`config.mk`:
```
export PLATFORM = sky130hd
export DESIGN_NAME = cmd_token_tx
export DESIGN_NICKNAME = d
export VERILOG_FILES = /design/src/rtl/cmdtx_pkg.sv /design/src/rtl/cmdtx_bitcnt.sv /design/src/rtl/cmdtx_crc_ser.sv /design/src/rtl/cmd_token_tx.sv
export SDC_FILE = /design/constraint.sdc
export NUM_CORES = 1
export LEC_CHECK = 0
export BUFFER_PORTS_ARGS = -buffer_cell sky130_fd_sc_hd__buf_4
export CAP_MARGIN = 20
export CORE_UTILIZATION = 45
export DETAILED_ROUTE_END_ITERATION = 10
export PLACE_DENSITY = 0.67
export SKIP_CTS_REPAIR_TIMING = 1
export SLEW_MARGIN = 10
export SYNTH_ARGS = -nofsm -noshare
export SYNTH_HDL_FRONTEND = slang
export SYNTH_SLANG_ARGS = --single-unit
```
`constraint.sdc`:
```
create_clock -name clk -period 1.66 [get_ports clk]
set_clock_uncertainty 0.05 [all_clocks]
set_input_delay 0.332 -clock clk [delete_from_list [all_inputs] [get_ports clk]]
set_output_delay 0.332 -clock clk [all_outputs]
set_load 0.005 [all_outputs]
```
`src/rtl/cmdtx_pkg.sv`:
```
package cmdtx_pkg;

    typedef enum logic {
        ST_IDLE = 1'b0,
        ST_SEND = 1'b1
    } tx_state_e;

    typedef enum logic [1:0] {
        PH_BODY   = 2'd0,
        PH_CRC    = 2'd1,
        PH_END    = 2'd2,
        PH_FINISH = 2'd3
    } tx_phase_e;

endpackage

```
`src/rtl/cmdtx_bitcnt.sv`:
```
// Position counter for the outgoing token; reports which field is next.
module cmdtx_bitcnt
    import cmdtx_pkg::*;
#(
    parameter int BODY_BITS = 40,
    parameter int CRC_BITS  = 7
) (
    input  logic      clk,
    input  logic      rst,
    input  logic      clear,
    input  logic      adv,
    output tx_phase_e phase
);
    localparam int TOKEN_BITS = BODY_BITS + CRC_BITS + 1;
    localparam int CNT_W      = $clog2(TOKEN_BITS + 1);
    localparam logic [CNT_W-1:0] CRC_POS = CNT_W'(BODY_BITS);
    localparam logic [CNT_W-1:0] END_POS = CNT_W'(BODY_BITS + CRC_BITS);
    localparam logic [CNT_W-1:0] FIN_POS = CNT_W'(TOKEN_BITS);

    logic [CNT_W-1:0] cnt_d, cnt_q;

    always_comb begin
        cnt_d = cnt_q;
        if (clear) begin
            cnt_d = '0;
        end else if (adv && (cnt_q != FIN_POS)) begin
            cnt_d = cnt_q + 1'b1;
        end
    end

    always_ff @(posedge clk) begin
        if (rst) begin
            cnt_q <= '0;
        end else begin
            cnt_q <= cnt_d;
        end
    end

    always_comb begin
        if (cnt_q < CRC_POS) begin
            phase = PH_BODY;
        end else if (cnt_q < END_POS) begin
            phase = PH_CRC;
        end else if (cnt_q < FIN_POS) begin
            phase = PH_END;
        end else begin
            phase = PH_FINISH;
        end
    end

    // the position never runs past the completion slot
    assert_cnt_bound_R3: assert property (@(posedge clk) disable iff (rst)
        cnt_q <= FIN_POS);

    // every tick inside the token moves exactly one position
    assert_cnt_step_R3: assert property (@(posedge clk) disable iff (rst)
        (adv && !clear && (phase != PH_FINISH)) |=> (cnt_q == CNT_W'($past(cnt_q) + 1'b1)));

endmodule

```
`src/rtl/cmdtx_crc_ser.sv`:
```
// Serial CRC: absorbs data bits, then drains its remainder MSB first.
module cmdtx_crc_ser #(
    parameter int             W    = 7,
    parameter logic [W-1:0]   POLY = 7'h09
) (
    input  logic clk,
    input  logic rst,
    input  logic clear,
    input  logic feed,
    input  logic drain,
    input  logic din,
    output logic msb
);
    logic [W-1:0] crc_d, crc_q;
    logic [W-1:0] fed;
    logic         fb;

    assign fb = din ^ crc_q[W-1];

    generate
        for (genvar i = 0; i < W; i++) begin : g_tap
            if (i == 0) begin : g_low
                assign fed[i] = POLY[i] & fb;
            end else begin : g_up
                assign fed[i] = crc_q[i-1] ^ (POLY[i] & fb);
            end
        end
    endgenerate

    always_comb begin
        crc_d = crc_q;
        if (clear) begin
            crc_d = '0;
        end else if (feed) begin
            crc_d = fed;
        end else if (drain) begin
            crc_d = {crc_q[W-2:0], 1'b0};
        end
    end

    always_ff @(posedge clk) begin
        if (rst) begin
            crc_q <= '0;
        end else begin
            crc_q <= crc_d;
        end
    end

    assign msb = crc_q[W-1];

    // absorbing and draining never happen in the same cycle
    assert_crc_excl_R6: assert property (@(posedge clk) disable iff (rst)
        !(feed && drain));

    // draining pushes zeros in from the bottom
    assert_crc_drain_R6: assert property (@(posedge clk) disable iff (rst)
        (drain && !clear && !feed) |=> (crc_q[0] == 1'b0));

endmodule

```
`src/rtl/cmd_token_tx.sv`:
```
module cmd_token_tx
    import cmdtx_pkg::*;
#(
    parameter int               IDX_W    = 6,
    parameter int               ARG_W    = 32,
    parameter int               CRC_W    = 7,
    parameter logic [CRC_W-1:0] CRC_POLY = 7'h09
) (
    input  logic             clk,
    input  logic             rst,
    input  logic             tick,
    input  logic             req_valid,
    output logic             req_ready,
    input  logic [IDX_W-1:0] req_index,
    input  logic [ARG_W-1:0] req_arg,
    output logic             line_out,
    output logic             line_drive,
    output logic             done
);
    localparam int BODY_W = 2 + IDX_W + ARG_W;

    typedef struct packed {
        tx_state_e         state;
        logic [BODY_W-1:0] body;
        logic              line;
        logic              drive;
        logic              done;
    } tx_regs_t;

    localparam tx_regs_t REGS_IDLE = '{
        state: ST_IDLE,
        body:  '0,
        line:  1'b1,
        drive: 1'b0,
        done:  1'b0
    };

    tx_regs_t  regs_d, regs_q;
    tx_phase_e phase;
    logic      accept;
    logic      cnt_adv;
    logic      crc_feed;
    logic      crc_drain;
    logic      crc_msb;

    cmdtx_bitcnt #(
        .BODY_BITS (BODY_W),
        .CRC_BITS  (CRC_W)
    ) u_cnt (
        .clk   (clk),
        .rst   (rst),
        .clear (accept),
        .adv   (cnt_adv),
        .phase (phase)
    );

    cmdtx_crc_ser #(
        .W    (CRC_W),
        .POLY (CRC_POLY)
    ) u_crc (
        .clk   (clk),
        .rst   (rst),
        .clear (accept),
        .feed  (crc_feed),
        .drain (crc_drain),
        .din   (regs_q.body[BODY_W-1]),
        .msb   (crc_msb)
    );

    always_comb begin
        regs_d    = regs_q;
        regs_d.done = 1'b0;
        accept    = 1'b0;
        cnt_adv   = 1'b0;
        crc_feed  = 1'b0;
        crc_drain = 1'b0;
        unique case (regs_q.state)
            ST_IDLE: begin
                if (req_valid) begin
                    accept       = 1'b1;
                    regs_d.state = ST_SEND;
                    regs_d.body  = {1'b0, 1'b1, req_index, req_arg};
                end
            end
            ST_SEND: begin
                if (tick) begin
                    cnt_adv = 1'b1;
                    unique case (phase)
                        PH_BODY: begin
                            regs_d.line  = regs_q.body[BODY_W-1];
                            regs_d.drive = 1'b1;
                            regs_d.body  = {regs_q.body[BODY_W-2:0], 1'b0};
                            crc_feed     = 1'b1;
                        end
                        PH_CRC: begin
                            regs_d.line = crc_msb;
                            crc_drain   = 1'b1;
                        end
                        PH_END: begin
                            regs_d.line = 1'b1;
                        end
                        PH_FINISH: begin
                            regs_d.line  = 1'b1;
                            regs_d.drive = 1'b0;
                            regs_d.done  = 1'b1;
                            regs_d.state = ST_IDLE;
                        end
                        default: regs_d = REGS_IDLE;
                    endcase
                end
            end
            default: regs_d = REGS_IDLE;
        endcase
    end

    always_ff @(posedge clk) begin
        if (rst) begin
            regs_q <= REGS_IDLE;
        end else begin
            regs_q <= regs_d;
        end
    end

    assign req_ready  = (regs_q.state == ST_IDLE);
    assign line_out   = regs_q.line;
    assign line_drive = regs_q.drive;
    assign done       = regs_q.done;

    // a released wire always rests high
    assert_idle_high_R1: assert property (@(posedge clk) disable iff (rst)
        !line_drive |-> line_out);

    // while able to accept, the wire is never driven
    assert_ready_release_R2: assert property (@(posedge clk) disable iff (rst)
        req_ready |-> !line_drive);

    // a taken request makes the block busy on the next cycle
    assert_accept_busy_R2: assert property (@(posedge clk) disable iff (rst)
        (req_valid && req_ready) |=> !req_ready);

    // the first driven level of a token is the start bit
    assert_start_low_R4: assert property (@(posedge clk) disable iff (rst)
        $rose(line_drive) |-> !line_out);

    // the last driven level of a completed token is high
    assert_end_high_R7: assert property (@(posedge clk) disable iff (rst)
        ($fell(line_drive) && !$past(rst)) |-> $past(line_out));

    // completion pulse lasts one cycle
    assert_done_once_R8: assert property (@(posedge clk) disable iff (rst)
        done |=> !done);

    // completion coincides with release and readiness
    assert_done_idle_R8: assert property (@(posedge clk) disable iff (rst)
        done |-> (req_ready && !line_drive));

    // without a tick the wire holds
    assert_hold_R9: assert property (@(posedge clk) disable iff (rst)
        !tick |=> ($stable(line_out) && $stable(line_drive)));

    // reset leaves the block idle with no completion
    assert_abort_R10: assert property (@(posedge clk)
        rst |=> (!done && !line_drive && line_out && req_ready));

endmodule

```
==> reports/results.ini <==
[clock_network]
cts_tree = built
path_clk_slew_ps = 60
cts_buffers = 9
insertion_delay_ps = 330
htree_levels = 3
clock_path_buffers = 2
clock_sinks = 57
clock-root-buffer = clkbuf_8

[synthesis]
yosysSeqAreaShare = 0.445
syn-cell-area_mm2 = 0.00257
synthXorXnorAreaFrac = 0.0205
yosysWarnings = 0
synth.avg_cell_area_um2 = 9.76
synthMuxAreaShare = 0.0234
synth_nets = 307
ys_types = 40
synth_top_family_by_area = compound AO/OA/AOI/OAI gates
synth-seq-cells = 57
synthSimpleGateAreaFrac = 0.139
synth_compound_area_frac = 0.290
synth_fa_ha_area_frac = 0.00975
syn_inst = 263

[timing]
setup_viol = 0
holdWs_ps = 200
min_period_ps = 1510
hold_violations = 0
relSlewSlack = 0.695
slew_viol_final = 0
setup_tns_ps = 0
finalCritPeriodShare = 0.910
fmax_ghz = 0.662
rsz0062_at_grt = false
worstMarginPinSlew_ps = 458

[worst_setup_path]
r2r_cells = 5
cp_max_fo = 19
crit_type = flop to flop
cp.arrival_ps = 1720
cp.required_ps = 1870
r2r_end = regs_q[13]$_SDFFE_PP0P_
end_kind = flop
rrSetupSlack_ps = 150
start_kind = flop
rr_startpoint = regs_q[43]$_SDFF_PP0_

[finish]
fin_util = 0.569
final_cell_mix = dfxtp_1 (57), buf_4 (50), nand2_1 (46), a21oi_1 (22)
final_common_cell = dfxtp_1
syn_to_final_growth_pct = 22.1
nets = 352
num-fill-cells = 482
antenna-diode-count = 0
drive_above_1_share = 0.364

[drt]
drtPass1Iterations = 4
dr_total_vias = 2048
post_drt_via_cell_ratio = 5.32
remaining_drc_errors = 0
drt_iter0_markers = 132
ant_nets = 0
wl_um = 5180
routedWlPerCell_um = 13.4

[floorplanning]
core_mm2 = 0.00551
rows = 27
fp.dieArea_mm2 = 0.00601
fp.dieW_um = 77.5
die_h_um = 77.5
start_util = 0.466
ios = 46

[placed_design]
gp_congestion = 0.897
numPortBuffers = 45
hpwl_um = 3410

[power_and_ir_drop]
ir_drop_mv = 0.765
p_per_area_mw_per_mm2 = 988
p_total_mw = 3.10
power.leakage_nw = 1.12

[hold_path]
hold_class = primary input to flop
min_path_cells = 3
min_from = req_arg[0]
hold_end = regs_q[3]$_SDFFE_PP0P_

[global_routing]
grt_pass1_vias = 2053
grt_max_degree = 45
track_usage = 0.192
grt_pass1_wl_um = 8920
antenna_found_initial = 0
grt.overflow.total = 0

[job]
cap_viol_max_count = 0

[run_status]
status = finished, final reports clean

[flip-flops by register name, indices dropped and copies added (netlist names)]
name and flops:
u_crc.crc_q 7, done 1, regs_q 41, line_out 1, u_cnt.cnt_q 6, line_drive 1
[through the flow]
step | setup WS [ps] | instances | cell area (um^2)
finish | 149 | 385 | 3130
global route | 18.4 | 385 | 3130
CTS | 136 | 385 | 3130
detailed placement | 147 | 369 | 2940
global placement | 167 | 369 | 2940
floorplan | 288 | 263 | 2570
[metal layers]
layer	share of wire	vias to the layer above	global-route usage
met5	0	-	0
met1	0.46	975	0.221
met2	0.47	42	0.321
met3	0.050	11	0.0741
li1	-	1020	-
met4	0.015	0	0.0698
[how the worst max path moves through the flow]
stage	from	endpoint	slack [ps]	cells after the start
after global routing	regs_q[43]$_SDFF_PP0_	regs_q[13]$_SDFFE_PP0P_	20	5
final	regs_q[43]$_SDFF_PP0_	regs_q[13]$_SDFFE_PP0P_	150	5
after detailed placement	tick	u_crc.crc_q[3]$_SDFFE_PP0P_	150	6
after global placement	u_cnt.cnt_q[0]$_SDFFE_PP0P_	u_cnt.cnt_q[1]$_SDFFE_PP0P_	170	5
after CTS	regs_q[43]$_SDFF_PP0_	regs_q[13]$_SDFFE_PP0P_	140	5
after floorplan	regs_q[43]$_SDFF_PP0_	regs_q[31]$_SDFFE_PP0P_	290	5
[Yosys cell counts, drive strengths merged]
cell type	number	share of area
o21ai	2	0.0083
o221ai	1	0.0034
and2b	1	0.0039
inv	4	0.0058
buf	13	0.055
xnor2	2	0.0068
clkbuf	7	0.012
nand3	3	0.0058
a22oi	37	0.15
a31oi	1	0.0049
and3	2	0.0049
nand2b	2	0.0049
dfxtp	57	0.44
nor4bb	1	0.0039
xor2	4	0.014
a211oi	2	0.0078
nor2	15	0.022
ha	2	0.0097
nor3	2	0.0039
o22ai	1	0.0024
mux2i	6	0.023
a41oi	1	0.0034
nand2	47	0.070
and2	2	0.0059
or3	1	0.0024
nand4	4	0.0097
or2	1	0.0024
a21oi	42	0.11
[area by class of cell]
class	count	area [um^2]	share of cell area
tap	72	90.1	0.0288
clock inverter	2	10.0	0.00319
timing repair buffer	54	455	0.145
clock buffer	14	183	0.0583
inverter	4	15.0	0.00479
multi-input combinational	182	1240	0.395
sequential	57	1140	0.364
[kinds of logic after synthesis]
group | Yosys count
fa+ha+maj | 2
flops | 57
compound gates | 87
buf+inv | 24
xor+xnor | 6
mux | 6
simple gates | 81
[where the power goes]
part | leakage [nW] | internal (mW) | switching [mW]
registers | 0.466 | 1.44 | 0.0423
clock network | 0.102 | 0.700 | 0.525
logic | 0.553 | 0.198 | 0.194
total | 1.12 | 2.33 | 0.762
[worst max-delay path, cell delays in order (launching register included)]
cell,delay [ps]
dfxtp_1,390
and2_1,290
and2_4,300
buf_12,180
a22oi_1,80
a21oi_1,140
No activity file was read; power rests on OpenSTA's default activity.
